==> config.mk <==
export PLATFORM = sky130hd
export DESIGN_NAME = smbus_blk_slave
export DESIGN_NICKNAME = d
export VERILOG_FILES = /design/src/rtl/smbus_blk_pkg.sv /design/src/rtl/smbus_line_sampler.sv /design/src/rtl/smbus_crc_acc.sv /design/src/rtl/smbus_blk_slave.sv
export SDC_FILE = /design/constraint.sdc
export NUM_CORES = 1
export LEC_CHECK = 0
export ABC_AREA = 1
export BUFFER_PORTS_ARGS = -buffer_cell sky130_fd_sc_hd__buf_2
export CAP_MARGIN = 20
export CORE_UTILIZATION = 30
export CTS_BUF_LIST = sky130_fd_sc_hd__clkbuf_4 sky130_fd_sc_hd__clkbuf_8 sky130_fd_sc_hd__clkbuf_16
export DETAILED_ROUTE_END_ITERATION = 12
export GPL_TIMING_DRIVEN = 0
export PLACE_DENSITY_LB_ADDON = 0.1
export SYNTH_ARGS = -nofsm -noshare
export SYNTH_HDL_FRONTEND = slang
export SYNTH_SLANG_ARGS = --single-unit
==> constraint.sdc <==
create_clock -name clk -period 3.3 [get_ports clk]
set_input_delay 0.495 -clock clk [delete_from_list [all_inputs] [get_ports clk]]
set_output_delay 0.495 -clock clk [all_outputs]
set_load 0.1 [all_outputs]
==> src/rtl/smbus_blk_pkg.sv <==
package smbus_blk_pkg;

  localparam logic [7:0] CMD_BLOCK = 8'hFD;
  localparam logic [7:0] CRC_POLY  = 8'h07;

  typedef enum logic [3:0] {
    ST_IDLE, ST_RX, ST_RX_ACK, ST_WAIT, ST_FETCH,
    ST_LOAD, ST_TX, ST_TX_ACK, ST_IGNORE
  } sl_state_e;

  typedef enum logic [1:0] {RK_ADDR, RK_CMD, RK_DATA} rx_kind_e;
  typedef enum logic [1:0] {TK_RECV, TK_COUNT, TK_DATA, TK_PEC} tx_kind_e;

  // byte-wide CRC-8 step, shift-left form
  function automatic logic [7:0] crc8_step(input logic [7:0] c, input logic [7:0] b);
    logic [7:0] r;
    r = c ^ b;
    for (int k = 0; k < 8; k++) begin
      r = r[7] ? ((r << 1) ^ CRC_POLY) : (r << 1);
    end
    return r;
  endfunction

endpackage

==> src/rtl/smbus_line_sampler.sv <==
module smbus_line_sampler (
  input  logic clk,
  input  logic rst_n,
  input  logic scl_i,
  input  logic sda_i,
  output logic scl_s,
  output logic sda_s,
  output logic scl_rise,
  output logic scl_fall,
  output logic start_ev,
  output logic stop_ev
);
  logic [1:0] scl_sync, sda_sync;
  logic       scl_d, sda_d;

  always_ff @(posedge clk or negedge rst_n) begin
    if (!rst_n) begin
      scl_sync <= 2'b11;
      sda_sync <= 2'b11;
      scl_d    <= 1'b1;
      sda_d    <= 1'b1;
    end else begin
      scl_sync <= {scl_sync[0], scl_i};
      sda_sync <= {sda_sync[0], sda_i};
      scl_d    <= scl_sync[1];
      sda_d    <= sda_sync[1];
    end
  end

  assign scl_s    = scl_sync[1];
  assign sda_s    = sda_sync[1];
  assign scl_rise = scl_s & ~scl_d;
  assign scl_fall = ~scl_s & scl_d;
  assign start_ev = scl_s & scl_d & sda_d & ~sda_s;
  assign stop_ev  = scl_s & scl_d & ~sda_d & sda_s;

  assert_one_event_R9: assert property (@(posedge clk) disable iff (!rst_n)
    $onehot0({start_ev, stop_ev, scl_rise, scl_fall}));

endmodule

==> src/rtl/smbus_crc_acc.sv <==
module smbus_crc_acc import smbus_blk_pkg::*; (
  input  logic       clk,
  input  logic       rst_n,
  input  logic       clr,
  input  logic       upd,
  input  logic [7:0] din,
  output logic [7:0] crc
);
  always_ff @(posedge clk or negedge rst_n) begin
    if (!rst_n)   crc <= 8'h00;
    else if (clr) crc <= 8'h00;
    else if (upd) crc <= crc8_step(crc, din);
  end

  assert_crc_init_R6: assert property (@(posedge clk) disable iff (!rst_n)
    clr |=> (crc == 8'h00));

endmodule

==> src/rtl/smbus_blk_slave.sv <==
module smbus_blk_slave import smbus_blk_pkg::*; #(
  parameter logic [6:0] DEV_ADDR  = 7'h34,
  parameter int         AW        = 8,
  parameter int         BLOCK_LEN = 32
) (
  input  logic          clk,
  input  logic          rst_n,
  input  logic          scl_i,
  input  logic          sda_i,
  output logic          scl_pull_o,
  output logic          sda_pull_o,
  input  logic          pec_en_i,
  output logic [AW-1:0] mem_addr_o,
  output logic          mem_re_o,
  output logic          mem_we_o,
  output logic [7:0]    mem_wdata_o,
  input  logic [7:0]    mem_rdata_i,
  input  logic          mem_busy_i
);
  localparam int            IW       = (BLOCK_LEN > 1) ? $clog2(BLOCK_LEN) : 1;
  localparam logic [IW-1:0] LAST_IDX = IW'(BLOCK_LEN - 1);
  localparam logic [7:0]    COUNT_B  = 8'(BLOCK_LEN);

  logic scl_s, sda_s, scl_rise, scl_fall, start_ev, stop_ev;

  smbus_line_sampler u_sampler (
    .clk(clk), .rst_n(rst_n), .scl_i(scl_i), .sda_i(sda_i),
    .scl_s(scl_s), .sda_s(sda_s), .scl_rise(scl_rise), .scl_fall(scl_fall),
    .start_ev(start_ev), .stop_ev(stop_ev)
  );

  sl_state_e     state;
  rx_kind_e      rx_kind;
  tx_kind_e      tx_kind;
  logic [3:0]    bit_cnt;
  logic [7:0]    shreg, txbyte;
  logic          is_read, ack_q, blk_armed, in_txn, sda_oe_q;
  logic [AW-1:0] ptr, wr_addr;
  logic [IW-1:0] blk_idx;

  // named internal events
  logic       byte_done, addr_hit, crc_clr, crc_upd, load_data;
  logic [7:0] crc_in, crc_val, tx_next;
  logic [2:0] nidx;

  assign byte_done = (state == ST_RX) && scl_fall && (bit_cnt == 4'd8);
  assign addr_hit  = (shreg[7:1] == DEV_ADDR);
  assign load_data = (state == ST_LOAD) && (tx_kind == TK_DATA);
  assign nidx      = bit_cnt[2:0] - 3'd1;

  always_comb begin
    case (tx_kind)
      TK_COUNT: tx_next = COUNT_B;
      TK_PEC:   tx_next = crc_val;
      default:  tx_next = mem_rdata_i;
    endcase
  end

  assign crc_clr = start_ev && !in_txn;
  assign crc_upd = (byte_done && (rx_kind != RK_ADDR || addr_hit)) ||
                   ((state == ST_LOAD) && (tx_kind != TK_PEC));
  assign crc_in  = (state == ST_LOAD) ? tx_next : shreg;

  smbus_crc_acc u_crc (
    .clk(clk), .rst_n(rst_n), .clr(crc_clr), .upd(crc_upd),
    .din(crc_in), .crc(crc_val)
  );

  // memory port
  assign mem_we_o    = byte_done && (rx_kind == RK_DATA);
  assign mem_wdata_o = shreg;
  assign mem_re_o    = (state == ST_FETCH) && !mem_busy_i &&
                       (tx_kind == TK_RECV || tx_kind == TK_DATA);
  assign mem_addr_o  = (state == ST_FETCH) ? ptr : wr_addr;

  assign scl_pull_o  = ((state == ST_WAIT || state == ST_FETCH) && mem_busy_i) ||
                       (state == ST_FETCH) || (state == ST_LOAD);
  assign sda_pull_o  = sda_oe_q;

  always_ff @(posedge clk or negedge rst_n) begin
    if (!rst_n) begin
      state <= ST_IDLE; rx_kind <= RK_ADDR; tx_kind <= TK_RECV;
      bit_cnt <= '0; shreg <= '0; txbyte <= '0;
      is_read <= 1'b0; ack_q <= 1'b0; blk_armed <= 1'b0; in_txn <= 1'b0;
      sda_oe_q <= 1'b0; ptr <= '0; wr_addr <= '0; blk_idx <= '0;
    end else if (stop_ev) begin
      state <= ST_IDLE; sda_oe_q <= 1'b0; blk_armed <= 1'b0; in_txn <= 1'b0;
    end else if (start_ev) begin
      state <= ST_RX; rx_kind <= RK_ADDR; bit_cnt <= '0;
      sda_oe_q <= 1'b0; in_txn <= 1'b1;
    end else begin
      case (state)
        ST_RX: begin
          if (scl_rise && bit_cnt < 4'd8) begin
            shreg   <= {shreg[6:0], sda_s};
            bit_cnt <= bit_cnt + 4'd1;
          end
          if (byte_done) begin
            case (rx_kind)
              RK_ADDR: begin
                if (addr_hit) begin
                  sda_oe_q <= 1'b1;
                  state    <= ST_RX_ACK;
                  is_read  <= shreg[0];
                  if (shreg[0]) begin
                    tx_kind   <= blk_armed ? TK_COUNT : TK_RECV;
                    blk_armed <= 1'b0;
                    blk_idx   <= '0;
                  end else begin
                    rx_kind <= RK_CMD;
                  end
                end else begin
                  state <= ST_IGNORE;
                end
              end
              RK_CMD: begin
                sda_oe_q <= 1'b1;
                state    <= ST_RX_ACK;
                rx_kind  <= RK_DATA;
                if (shreg == CMD_BLOCK) blk_armed <= 1'b1;
                else begin
                  ptr     <= AW'(shreg);
                  wr_addr <= AW'(shreg);
                end
              end
              default: begin
                sda_oe_q <= 1'b1;
                state    <= ST_RX_ACK;
                wr_addr  <= wr_addr + 1'b1;
              end
            endcase
          end
        end
        ST_RX_ACK: if (scl_fall) begin
          sda_oe_q <= 1'b0;
          bit_cnt  <= '0;
          state    <= is_read ? ST_FETCH : ST_WAIT;
        end
        ST_WAIT:  if (!mem_busy_i) state <= ST_RX;
        ST_FETCH: if (!mem_busy_i) state <= ST_LOAD;
        ST_LOAD: begin
          txbyte   <= tx_next;
          sda_oe_q <= !tx_next[7];
          bit_cnt  <= 4'd7;
          state    <= ST_TX;
          if (load_data) ptr <= ptr + 1'b1;
        end
        ST_TX: if (scl_fall) begin
          if (bit_cnt == 4'd0) begin
            sda_oe_q <= 1'b0;
            state    <= ST_TX_ACK;
          end else begin
            bit_cnt  <= bit_cnt - 4'd1;
            sda_oe_q <= !txbyte[nidx];
          end
        end
        ST_TX_ACK: begin
          if (scl_rise) ack_q <= !sda_s;
          if (scl_fall) begin
            if (!ack_q) state <= ST_IGNORE;
            else begin
              case (tx_kind)
                TK_RECV:  state <= ST_FETCH;
                TK_COUNT: begin tx_kind <= TK_DATA; blk_idx <= '0; state <= ST_FETCH; end
                TK_DATA: begin
                  if (blk_idx == LAST_IDX) begin
                    if (pec_en_i) begin tx_kind <= TK_PEC; state <= ST_FETCH; end
                    else state <= ST_IGNORE;
                  end else begin
                    blk_idx <= blk_idx + 1'b1;
                    state   <= ST_FETCH;
                  end
                end
                default: state <= ST_IGNORE;
              endcase
            end
          end
        end
        default: ;
      endcase
    end
  end

  assert_ignore_quiet_R1: assert property (@(posedge clk) disable iff (!rst_n)
    (state == ST_IGNORE) |-> !sda_pull_o);
  assert_foreign_nack_R1: assert property (@(posedge clk) disable iff (!rst_n)
    (byte_done && rx_kind == RK_ADDR && !addr_hit) |=> !sda_pull_o);
  assert_rw_exclusive_R3: assert property (@(posedge clk) disable iff (!rst_n)
    !(mem_we_o && mem_re_o));
  assert_ptr_step_R5: assert property (@(posedge clk) disable iff (!rst_n)
    load_data |=> (ptr == $past(ptr) + 1'b1));
  assert_no_write_busy_R8: assert property (@(posedge clk) disable iff (!rst_n)
    (mem_we_o || mem_re_o) |-> !mem_busy_i);
  assert_hold_release_R8: assert property (@(posedge clk) disable iff (!rst_n)
    $fell(scl_pull_o) |-> !mem_busy_i);
  assert_stop_idle_R9: assert property (@(posedge clk) disable iff (!rst_n)
    stop_ev |=> (state == ST_IDLE));
  assert_sda_scl_low_R10: assert property (@(posedge clk) disable iff (!rst_n)
    (sda_pull_o != $past(sda_pull_o)) |-> !$past(scl_s));

endmodule

==> results list, run 1 <==
- The run finished with clean final reports.
- Data on the critical path arrives at its endpoint at 2.57 ns.
* Total die area: 15600 sq um
- The initial antenna violation count came to 0.
- Number of diodes added for antenna fixing: 0
- In this run, CTS created clock tree buffers numbering 9.
- In this run the deepest clock path goes through 2 buffers.
* Drt via density: 4.94
* Std-Cell Rows: 44
- Gates resized, CTS repair: 0
* Detail Placement HPWL: 10300 microns
* Worst vdd rail ir drop: 0.233 mV
- Of all nets on the critical path, the largest fanout is 10.
* Final worst setup slack: 0.232 ns
- Effective utilization at floorplan: 31.0%
- Portion of the clock cycle consumed by the worst path in the final layout: 93.0%
- Most common library cell in the layout ignoring fill and taps: nand2_1
- Worst hold slack: 0.0392 ns
* Synth Area per Inst: 6.98 sq um
* Height of the chip: 125 microns
- Total standard cell area after synthesis: 4540 sq um
* Worst r2r path cells: 11
- Worst clock skew on the final layout: 0.0101 ns
- Max-cap violations in this run came to 0.
- Derived from the worst setup path, the maximum achievable clock frequency is 326 MHz.
- Overflow after GRT: 0
- Clock Sink Count: 68
* Endpoint class of the critical path: primary output
- In the layout the commonest cells are nand2_1 (219), inv_1 (70), o21ai_0 (69).
- Power per unit of standard cell area: 614 nW/um^2
- For this run, the total global-route usage over all layers was measured as 18.1%.
- The count of pins over their slew limit is 0.
- Signed area change from the synthesized netlist to the final layout: 16.7%
* Later-pin clock latency in the skew report: 0.35 ns
- The net count of the finished layout is 718.
- 34 I/O pins were placed.
- In the final routed layout, each cell accounts on average for 15.0 microns.
* Share of final-layout standard cells stronger than drive strength 1: 13.3%
- Share of synthesized area occupied by flip-flops and latches: 37.7%
- Worst setup path class: reg -> out
- Buffers added to address setup during post-CTS repair amount to 0.
- Least-Margin Pin Slew: 0.500 ns
* DR vias: 4370
- The netlist uses 43 different library cells.
* Global routing met1 resource utilization: 23.6%
- Once detail routing completed, the nets flagged for antenna violations numbered 0.
* Worst EP required: 2.80 ns
- Synthesis inferred 68 register bits.
- Yosys printed 0 warnings.
- Reg-to-reg critical path startpoint: bit_cnt[0]
- # setup viols final: 0
- RSZ-0062 raised after global routing: false
- CTS root buffer: clkbuf_16
- From left edge to right edge, the die measures 125 microns.
- Clock-pin slew of the registers on the worst-case setup and hold paths: 0.06 ns
- 1st-pass router iterations: 4
* Startpoint Class: flip-flop
- The most critical setup path has its startpoint at state[2].
- The number of nets handed over by synthesis was 673.
- Global routing usage on met3: 2.57%
* Residual DRC: 0
- Shortest clock period the worst path allows after layout: 3.07 ns
* Last weighted congestion value of the routability-driven placer: 0.892
- Hold violation count in the final report: 0
- Prior to clock tree synthesis, the placed netlist has a worst setup slack of 0.623 ns.
- For this run, global-route usage on met2 was measured as 29.3%.
* Via count of the first global-routing pass: 4397
- Number of H-tree levels: 3
- Maximum number of pins on one net before global-route repair: 50
- The path class of the tightest hold or removal check is in -> async.
* Worst setup slack for register-to-register paths: 0.91 ns
- Final wirelength: 13200 microns
* Most Used Layer, Global Route: met2
* First-pass GRT wire length: 22200 microns
- Input and output buffers added on the ports amount to 33.
- TritonCTS clock tree: yes
- Headroom to the max-slew limit came out at 66.5%.
* Number of hold-repair buffers added at the cts stage: 0
- Area of the core: 14600 sq um
- Static leakage: 2.66 nW
- Power after layout: 3.25 mW
- For this block, the initial DRC count from the detailed router was 247.
* Count of mapped cells out of synthesis: 650
- The layout has 1581 filler cells.
[cells in the mapped netlist, drive strengths merged]
| cell | instances | share of area [%] |
|---|---|---|
| clkinv | 1 | 0.083 |
| nor4 | 1 | 0.14 |
| o211ai | 7 | 1.2 |
| or2 | 1 | 0.14 |
| a21boi | 1 | 0.17 |
| dfstp | 6 | 3.5 |
| nand3b | 2 | 0.33 |
| clkbuf | 3 | 0.25 |
| nand4 | 8 | 1.1 |
| xor2 | 10 | 2.1 |
| buf | 7 | 1.2 |
| nand3 | 58 | 6.7 |
| o31ai | 4 | 0.77 |
| a31o | 1 | 0.19 |
| a31oi | 2 | 0.28 |
| nand2 | 224 | 19 |
| o22ai | 4 | 0.55 |
| a211oi | 1 | 0.17 |
| nor2 | 46 | 5.3 |
| o21ai | 79 | 9.0 |
| ha | 8 | 2.2 |
| o311ai | 1 | 0.19 |
| inv | 77 | 6.4 |
| dfrtp | 62 | 34 |
| fa | 1 | 0.44 |
| nor3 | 13 | 1.5 |
| xnor2 | 3 | 0.58 |
| o21bai | 1 | 0.17 |
| a21oi | 18 | 2.0 |
[worst max-delay path, stage by stage (launching register included)]
cell      delay (ns)
dfrtp_1         0.49
inv_2           0.11
nor2_4          0.12
nand3_1         0.33
clkbuf_1        0.35
o21ai_0         0.33
buf_2           0.49
[metrics by stage]
step / cells / cell area, sq um / TNS (ns) / util [%]
global placement: 867 / 4940 / 0 / 33.7
detailed placement: 868 / 4970 / 0 / 33.9
finish: 884 / 5300 / 0 / 36.2
global route: 884 / 5300 / 0 / 36.2
floorplan: 650 / 4540 / -3.39 / -
CTS: 884 / 5300 / 0 / 36.2
[logic make-up (layout without fill, tap and decap cells)]
kind of cell | Yosys count | in the layout | synth area share (%)
adders and majority gates | 9 | 9 | 2.65
xor gates and xnor gates | 13 | 13 | 2.67
AOI/OAI and AO/OA | 119 | 119 | 14.6
and+or+nand+nor | 353 | 353 | 34.5
DFF | 68 | 68 | 37.7
buffers and inverters | 88 | 138 | 7.94
[final cells by class]
class / count / area, sq um / share of cell area [%]
well taps: 184 / 230 / 4.35
flip-flops and latches: 68 / 1710 / 32.3
multi-input cells: 494 / 2470 / 46.7
clock inverters: 5 / 86.3 / 1.63
repair buffers: 34 / 195 / 3.69
inverters: 78 / 293 / 5.53
clock buffers: 11 / 240 / 4.54
plain buffers: 10 / 67.6 / 1.28
[routing by layer]
metal	share of wire (%)	wire length, microns	vias up
met2	46	6110	89
met5	0	0	-
li1	-	-	2216
met4	3.3	432	0
met1	47	6280	2039
met3	3.2	426	26
[where the power goes]
part	switching (mW)	internal [mW]
clock network	0.386	0.682
registers	0.140	0.944
logic	0.760	0.339
[path summary, 6_finish.rpt]
kind,to
max,mem_addr_o[7]
min reg2reg,u_sampler.sda_sync[1]
min in group clk,u_sampler.sda_sync[0]
max reg2reg,blk_idx[2]
min,wr_addr[2]
max in group asynchronous,u_sampler.scl_d
[registers in the layout, summed over array words and instances (netlist names), 2 cells and up]
| name | flops |
|---|---|
| tx_kind | 2 |
| txbyte | 8 |
| rx_kind | 2 |
| state | 4 |
| mem_wdata_o | 8 |
| bit_cnt | 4 |
| u_sampler.sda_sync | 2 |
| blk_idx | 5 |
| wr_addr | 8 |
| ptr | 8 |
| u_crc.crc | 8 |
| u_sampler.scl_sync | 2 |
(Power assumes the default switching activity.)
==> inputs of run 2 (changes only) <==
--- a/config.mk
+++ b/config.mk
@@ -13,6 +13,7 @@
 export DETAILED_ROUTE_END_ITERATION = 12
 export GPL_TIMING_DRIVEN = 0
 export PLACE_DENSITY_LB_ADDON = 0.1
+export SETUP_SLACK_MARGIN = 0.3
 export SYNTH_ARGS = -nofsm -noshare
 export SYNTH_HDL_FRONTEND = slang
 export SYNTH_SLANG_ARGS = --single-unit
==> constraint.sdc (replaced) <==
create_clock -name clk -period 3.3 [get_ports clk]
set_input_delay 0.495 -clock clk [delete_from_list [all_inputs] [get_ports clk]]
set_output_delay 0.495 -clock clk [all_outputs]
set_load 0.05 [all_outputs]
==> run 2 against run 1 <==
  * Cell count did not move
  * Sequential share of layout area rose by 0.29 points
  * Design area fell by 0.90%
  * Die area did not move
  * Core utilization fell by 0.32 points
  * Clock power fell by 13%
  * First-iteration DRC count rose by 0.40%
  * Setup slack improved by 0.27 ns
  * The run now ends with design-rule violations left
==> results list, run 2 (same netlist as run 1, synthesis figures left out) <==
- The flow ran to the end, but the final reports show violations.
* Failing checks: design-rule violations
- The peak fanout along the critical path came to 10 (unchanged).
- Least-Margin Pin Slew: 0.476 ns (-0.0238 ns)
- Total placed instance area: 4960 sq um (-0.10%)
- The worst hold path belongs to the class in -> async.
* Overflow after GRT: 0 (unchanged)
- The post-route DRC violation count is 4 (+4).
- The pin count of the biggest net entering global routing is 48 (-4.0%).
- Share of final-layout standard cells stronger than drive strength 1: 13.3% (unchanged)
- Worst clock skew on the final layout: 0.00676 ns (-0.00331 ns)
* First-pass GRT wire length: 22900 microns (+3.2%)
- The post-route fraction of the period consumed by the critical path is 84.6% (-8.3 points).
* Last weighted congestion value of the routability-driven placer: 0.869 (-2.6%)
* I/O Pins: 34 (unchanged)
- The number of nets with antenna violations after routing is 0 (unchanged).
- Critical path arrival: 2.30 ns (-0.27 ns)
- TritonCTS built the clock tree.
- The required time of the critical path came to 2.80 ns (about the same).
- Most frequent cells in the layout: nand2_1 (219), inv_1 (70), o21ai_0 (69)
- Clock buffer depth: 2 (unchanged)
- Following the worst setup path forward leads to its endpoint at mem_addr_o[7].
* Worst-path cell chain: inv_2, nor2_4, nand3_2, clkbuf_1, o21ai_0, buf_2
- Number of pins with negative max-slew slack in the final report: 0 (unchanged)
- Number of hold-repair buffers added at the cts stage: 0 (unchanged)
- Effective utilization at floorplan: 31.0% (unchanged)
- DR vias: 4385 (+0.34%)
- The via count of the first global-routing pass is 4359 (-0.86%).
* Clock buffers created by TritonCTS: 9 (unchanged)
- The area growth from synthesis to layout is 15.6%.
* Worst relative slew slack: 68.2% (+1.7 points)
- The post-cts repair resize count was 0 (unchanged).
* Worst r2r path cells: 11 (unchanged)
- For this design, the slowest cell found on the critical path is dfrtp_1.
- The total wire length is 13600 microns (+2.4%).
- Worst setup slack for register-to-register paths: 0.86 ns (-0.05 ns)
- Shortest clock period the worst path allows after layout: 2.79 ns (-0.275 ns)
* Routed wirelength normalized by instance count: 15.3 microns (+2.4%)
* Number of diodes added for antenna fixing: 0 (unchanged)
* Worst vdd rail ir drop: 0.259 mV (+11%)
- Detail Placement HPWL: 10400 microns (+1.2%)
- The count of routing violations after the opening detailed-route iteration is 248 (+0.40%).
- Most Used Layer, Global Route: met2
- The core box area was 14600 sq um (unchanged).
* Global routing usage on met3: 2.78% (+0.21 points)
- Clock-pin slew of the registers on the worst-case setup and hold paths: 0.06 ns (about the same)
- In this run the critical register-to-register path is launched from bit_cnt[0].
* Global routing met1 resource utilization: 25.1% (+1.6 points)
- Height of the chip: 125 microns (unchanged)
- Power per unit of standard cell area: 580 nW/um^2 (-5.5%)
* Filler Cell Count: 1611 (+1.9%)
- The worst setup path is launched from a flip-flop.
- The area of the die came to 15600 sq um (unchanged).
- Number of antenna violations at the first check in global routing: 0 (unchanged)
- The met2 track demand over resource in global routing came to 29.6% (+0.33 points).
- Most common library cell in the layout ignoring fill and taps: nand2_1
- # setup viols final: 0 (unchanged)
* Buffer count from post-CTS setup fixing: 0 (unchanged)
- The number of clock sinks was 68 (unchanged).
* Port bufs: 33 (unchanged)
- The most critical setup path has its startpoint at state[2].
- The clock latency on the worst-skew pair was 0.34 ns (about the same).
- The delay contributed by the slowest stage of the critical path was 0.50 ns (about the same).
* Setup_tns: 0 ns (unchanged)
- The via count normalized by instance count came to 4.96 (+0.34%).
- In this run the critical register-to-register path is captured at ptr[0].
* Worst setup path class: reg -> out
* Width of the chip: 125 microns (unchanged)
* Hold violation count in the final report: 0 (unchanged)
- Number of H-tree levels: 3 (unchanged)
- The post-route standard cell area excluding fillers came to 5250 sq um (-0.90%).
- The leakage dissipation is 2.63 nW (-0.94%).
- Max Cap Violations: 0 (unchanged)
* RSZ-0062 raised after global routing: false
- Overall Global Routing Usage: 18.6% (+0.52 points)
* 1st-pass router iterations: 9 (+5)
* Std-Cell Rows: 44 (unchanged)
- Endpoint class of the critical path: primary output
- The root buffer cell chosen for the clock tree is clkbuf_16.
- The highest attainable clock frequency is 358 MHz (+9.8%).
- The count of nets after finishing was 718 (unchanged).
[run 2: cell count changes in the layout (fill, tap and decap cells not counted), sizes merged]
| cell | before | now |
|---|---|---|
| bufinv | 2 | 0 |
| clkbuf | 14 | 15 |
| clkinv | 4 | 3 |
| clkinvlp | 0 | 2 |
[run 2: stage by stage]
stage	total power, mW	hold slack (ns)	util, %	setup WS [ns]	std cells
2_1_floorplan	1.84	0.199	-	0.632	650
3_3_place_gp	2.09	0.345	33.7	0.783	867
3_5_place_dp	2.12	0.349	33.9	0.791	868
4_1_cts	3.07	0.0634	35.8	0.401	884
5_1_grt	3.27	0.0767	35.8	0.424	884
6_report	3.05	0.0527	35.8	0.507	884
[run 2: final cells by class]
class                           count  area (sq um)  share of cell area [%]
Multi-Input combinational cell    494          2470                    47.1
Sequential cell                    68          1710                    32.6
Inverter                           78           293                    5.58
Clock buffer                       12           254                    4.84
Tap cell                          184           230                    4.39
Timing Repair Buffer               34           195                    3.72
Buffer                             10          67.6                    1.29
Clock inverter                      4          25.0                   0.477
[run 2: power by group]
group          internal [mW]  leakage (nW)  switching, mW
Clock                  0.544         0.135          0.388
Combinational          0.339          1.64          0.690
Sequential             0.944         0.860          0.140
[run 2: worst min path at each step]
stage                                  to  slack [ns]  depth (start not counted)
finish                         blk_idx[4]        0.05                          1
CTS                            blk_idx[4]        0.06                          1
global route                   blk_idx[4]        0.08                          1
floorplan                           ack_q        0.20                          0
detailed placement  u_sampler.scl_sync[1]        0.35                          0
global placement    u_sampler.scl_sync[1]        0.35                          0
[run 2: layer usage]
layer / up-vias / wire length [microns] / part of all wire (%)
met2: 73 / 6130 / 45
met4: 0 / 386 / 2.8
met1: 2077 / 6600 / 49
met5: - / 0 / 0
met3: 23 / 450 / 3.3
li1: 2212 / - / -
[run 2: critical path: cells and delay by family (launching register included)]
family	cells	cell delay [ns]
buf+inv	3	0.75
compound gates	1	0.35
flops	1	0.50
simple gates	2	0.35
==> inputs of run 3 (changes only) <==
==> constraint.sdc (replaced) <==
create_clock -name clk -period 2.5 [get_ports clk]
set_input_delay 0.375 -clock clk [delete_from_list [all_inputs] [get_ports clk]]
set_output_delay 0.375 -clock clk [all_outputs]
set_load 0.05 [all_outputs]
==> run 3 against run 2 <==
  * The run now ends clean
  * Routed wire length fell by 0.49%
  * Clock skew up 0.0032 ns
  * Register-to-register slack got worse by 0.42 ns
  * Die area did not move
  * Critical endpoint is now mem_addr_o[1]
  * Non-clock buffer count rose by 11
  * Clock-buffer cell count is 1 lower
  * Critical path depth did not move
  * Combinational power up 38%
  * Highest routed layer unchanged
  * Flip-flop and latch count unchanged
==> results list, run 3 (same netlist as run 1, synthesis figures left out) <==
* Worst clock skew on the final layout: 0.00994 ns (+0.00317 ns)
* 1st-pass router iterations: 5 (-4)
- The number of buffers on the longest clock path came to 2 (unchanged).
- Least-Margin Pin Slew: 0.473 ns (-0.00355 ns)
- Hold Path Stages: 1
- The combined area of the multi-input logic cells is 2530 sq um (+2.2%).
- Later-pin clock latency in the skew report: 0.35 ns (about the same)
- After layout, the minimum clock period comes to 2.15 ns.
- Overflow after GRT: 0 (unchanged)
- The sequential cell area came to 1710 sq um (+0.22%).
- The count of nets after finishing was 730 (+1.7%).
- Clock Sink Count: 68 (unchanged)
* Routed wirelength normalized by instance count: 15.1 microns (-1.8%)
- DR vias: 4491 (+2.4%)
- Clock buffers created by TritonCTS: 9 (unchanged)
- The row count is 44 (unchanged).
- Result of the run: completed
- STA classifies the critical path endpoint as a primary output.
- The total wire length came to 13500 microns (-0.49%).
- The leakage dissipation came to 2.70 nW (+2.7%).
- CTS root buffer: clkbuf_16
- The max-cap violation count was 0 (unchanged).
* Drt via density: 5.01 (+1.0%)
- Height of the chip: 125 microns (unchanged)
- The number of nets with antenna violations after routing was 0 (unchanged).
- The count of routing violations after the opening detailed-route iteration was 244 (-1.6%).
- Width of the chip: 125 microns (unchanged)
- Power after layout: 4.26 mW (+40%)
- The post-route core utilization is 37.5% (+1.6 points).
- Number of diodes added for antenna fixing: 0 (unchanged)
* Share of final-layout standard cells stronger than drive strength 1: 17.0% (+3.7 points)
- Area of the core: 14600 sq um (unchanged)
- The area growth from synthesis to layout is 21.0%.
- The effective utilization at floorplan was 31.0% (unchanged).
* Worst vdd rail ir drop: 0.319 mV (+23%)
- The register-to-register setup slack was 0.44 ns (-0.42 ns).
- The count of final setup violators was 0 (unchanged).
- Among all stages on the critical path, the largest delay is contributed by dfrtp_2.
* Critical path capture point: mem_addr_o[1]
* Number of antenna violations at the first check in global routing: 0 (unchanged)
- Most common library cell in the layout ignoring fill and taps: nand2_1
* Overall Global Routing Usage: 18.2% (-0.39 points)
* TritonCTS clock tree: yes
- The arrival time of the worst setup path was 1.77 ns (-0.53 ns).
- Power per unit of standard cell area: 777 nW/um^2 (+34%)
- The post-route standard cell area excluding fillers came to 5490 sq um (+4.6%).
- Worst EP required: 2.12 ns (-0.68 ns)
- Port bufs: 33 (unchanged)
- Worst-path cell chain: inv_2, nor2_4, nand3_4, buf_4, o21ai_0, buf_4
* Worst r2r path cells: 9 (-2)
- The clock-pin slew of the registers on the worst-case setup and hold paths is 0.06 ns (about the same).
* Capture instance of the worst register-to-register path: blk_idx[2]
- Total die area: 15600 sq um (unchanged)
* Filler Cell Count: 1571 (-2.5%)
* Cell mode on critical path: buf_4
* Launch point of the critical path: state[2]
- Portion of the clock cycle consumed by the worst path in the final layout: 85.9%
- Startpoint Class: flip-flop
- Based on the critical path, the design can be clocked at up to 466 MHz.
* Via count of the first global-routing pass: 4451 (+2.1%)
- The half-perimeter wire length of the detailed placement result was 10300 microns (-1.2%).
* RSZ-0062 raised after global routing: false
* Maximum number of pins on one net before global-route repair: 50 (+4.2%)
- Reg-to-reg critical path startpoint: tx_kind[1]
- Last weighted congestion value of the routability-driven placer: 0.892 (+2.7%)
- The global-route wire length before repair is 22300 microns (-2.5%).
- Number of pins with negative max-slew slack in the final report: 0 (unchanged)
- By startpoint and endpoint, the worst setup path is classified as reg -> out.
- The tightest slew margin relative to the limit came to 68.5% (+0.24 points).
* Number of H-tree levels: 3 (unchanged)
- Residual DRC: 0 (-4)
* Hold violation count in the final report: 0 (unchanged)
- The placement-stage cell area came to 4970 sq um (+0.10%).
- Most frequent cells in the layout: nand2_1 (216), inv_1 (66), o21ai_0 (64)
- The number of ports placed on the die boundary is 34 (unchanged).
* Type of the tightest min-delay check: in -> reg
- Biggest fanout along the worst timing path: 10 (unchanged)
- The delay contributed by the slowest stage of the critical path is 0.43 ns (-0.07 ns).
[run 3: changes by cell type in the layout (fill, tap and decap cells not counted), sizes merged]
cell | previous run | this run
clkinvlp | 2 | 1
bufinv | 0 | 2
clkinv | 3 | 4
inv | 77 | 76
nand3 | 58 | 59
clkbuf | 15 | 13
buf | 41 | 52
dlygate4sd3 | 0 | 1
[run 3: final cells by class]
| type | count | area share [%] |
|---|---|---|
| multi-input combinational | 495 | 46.1 |
| clock buffer | 11 | 4.38 |
| sequential | 68 | 31.2 |
| inverter | 78 | 5.45 |
| clock inverter | 5 | 1.57 |
| buffer | 10 | 1.30 |
| timing repair buffer | 45 | 5.84 |
| tap | 184 | 4.19 |
[run 3: where the power goes]
group          internal, mW  leakage, nW  total, mW  switching (mW)
Combinational         0.480         1.69       1.42           0.939
Sequential             1.25        0.856       1.43           0.180
Clock                 0.901        0.161       1.41           0.514
Total                  2.63         2.70       4.26            1.63
[run 3: timing repair]
action	CTS	global route
setup endpoints to repair	34	29
gates cloned	0	1
gates resized for setup	29	13
setup buffers	5	5
hold buffers	1	0
endpoints found under the hold margin	19	0
pin swaps	3	5
[run 3: worst min path at each step]
stage	slack, ns	start	to
2_1_floorplan	0.08	rst_n	ack_q
3_3_place_gp	0.35	u_sampler.scl_sync[0]	u_sampler.scl_sync[1]
3_5_place_dp	0.30	rst_n	wr_addr[0]
4_1_cts	0.11	sda_i	u_sampler.sda_sync[0]
5_1_grt	0.12	scl_i	u_sampler.scl_sync[0]
6_report	0.12	sda_i	u_sampler.sda_sync[0]
[run 3: layer usage]
layer / GRT usage [%] / vias up / share of wire [%]
li1: - / 2245 / -
met1: 23.6 / 2107 / 47
met2: 29.5 / 106 / 46
met3: 2.70 / 33 / 3.6
met4: 9.61 / 0 / 3.3
met5: 0 / - / 0
[run 3: per-stage QoR]
| step | hold WS (ns) | setup slack, ns | setup TNS (ns) | std cells |
|---|---|---|---|---|
| after floorplan | 0.0794 | -0.0482 | -0.386 | 650 |
| after global placement | 0.346 | 0.0934 | 0 | 867 |
| after detailed placement | 0.300 | 0.108 | 0 | 868 |
| after CTS | 0.113 | 0.248 | 0 | 890 |
| after global routing | 0.122 | 0.289 | 0 | 896 |
| final | 0.125 | 0.353 | 0 | 896 |
[run 3: critical path: cells and delay by family (launching register included)]
| family | cells | cell delay [ns] |
|---|---|---|
| buffers and inverters | 3 | 0.52 |
| and+or+nand+nor | 2 | 0.27 |
| DFF | 1 | 0.43 |
| AOI/OAI and AO/OA | 1 | 0.20 |
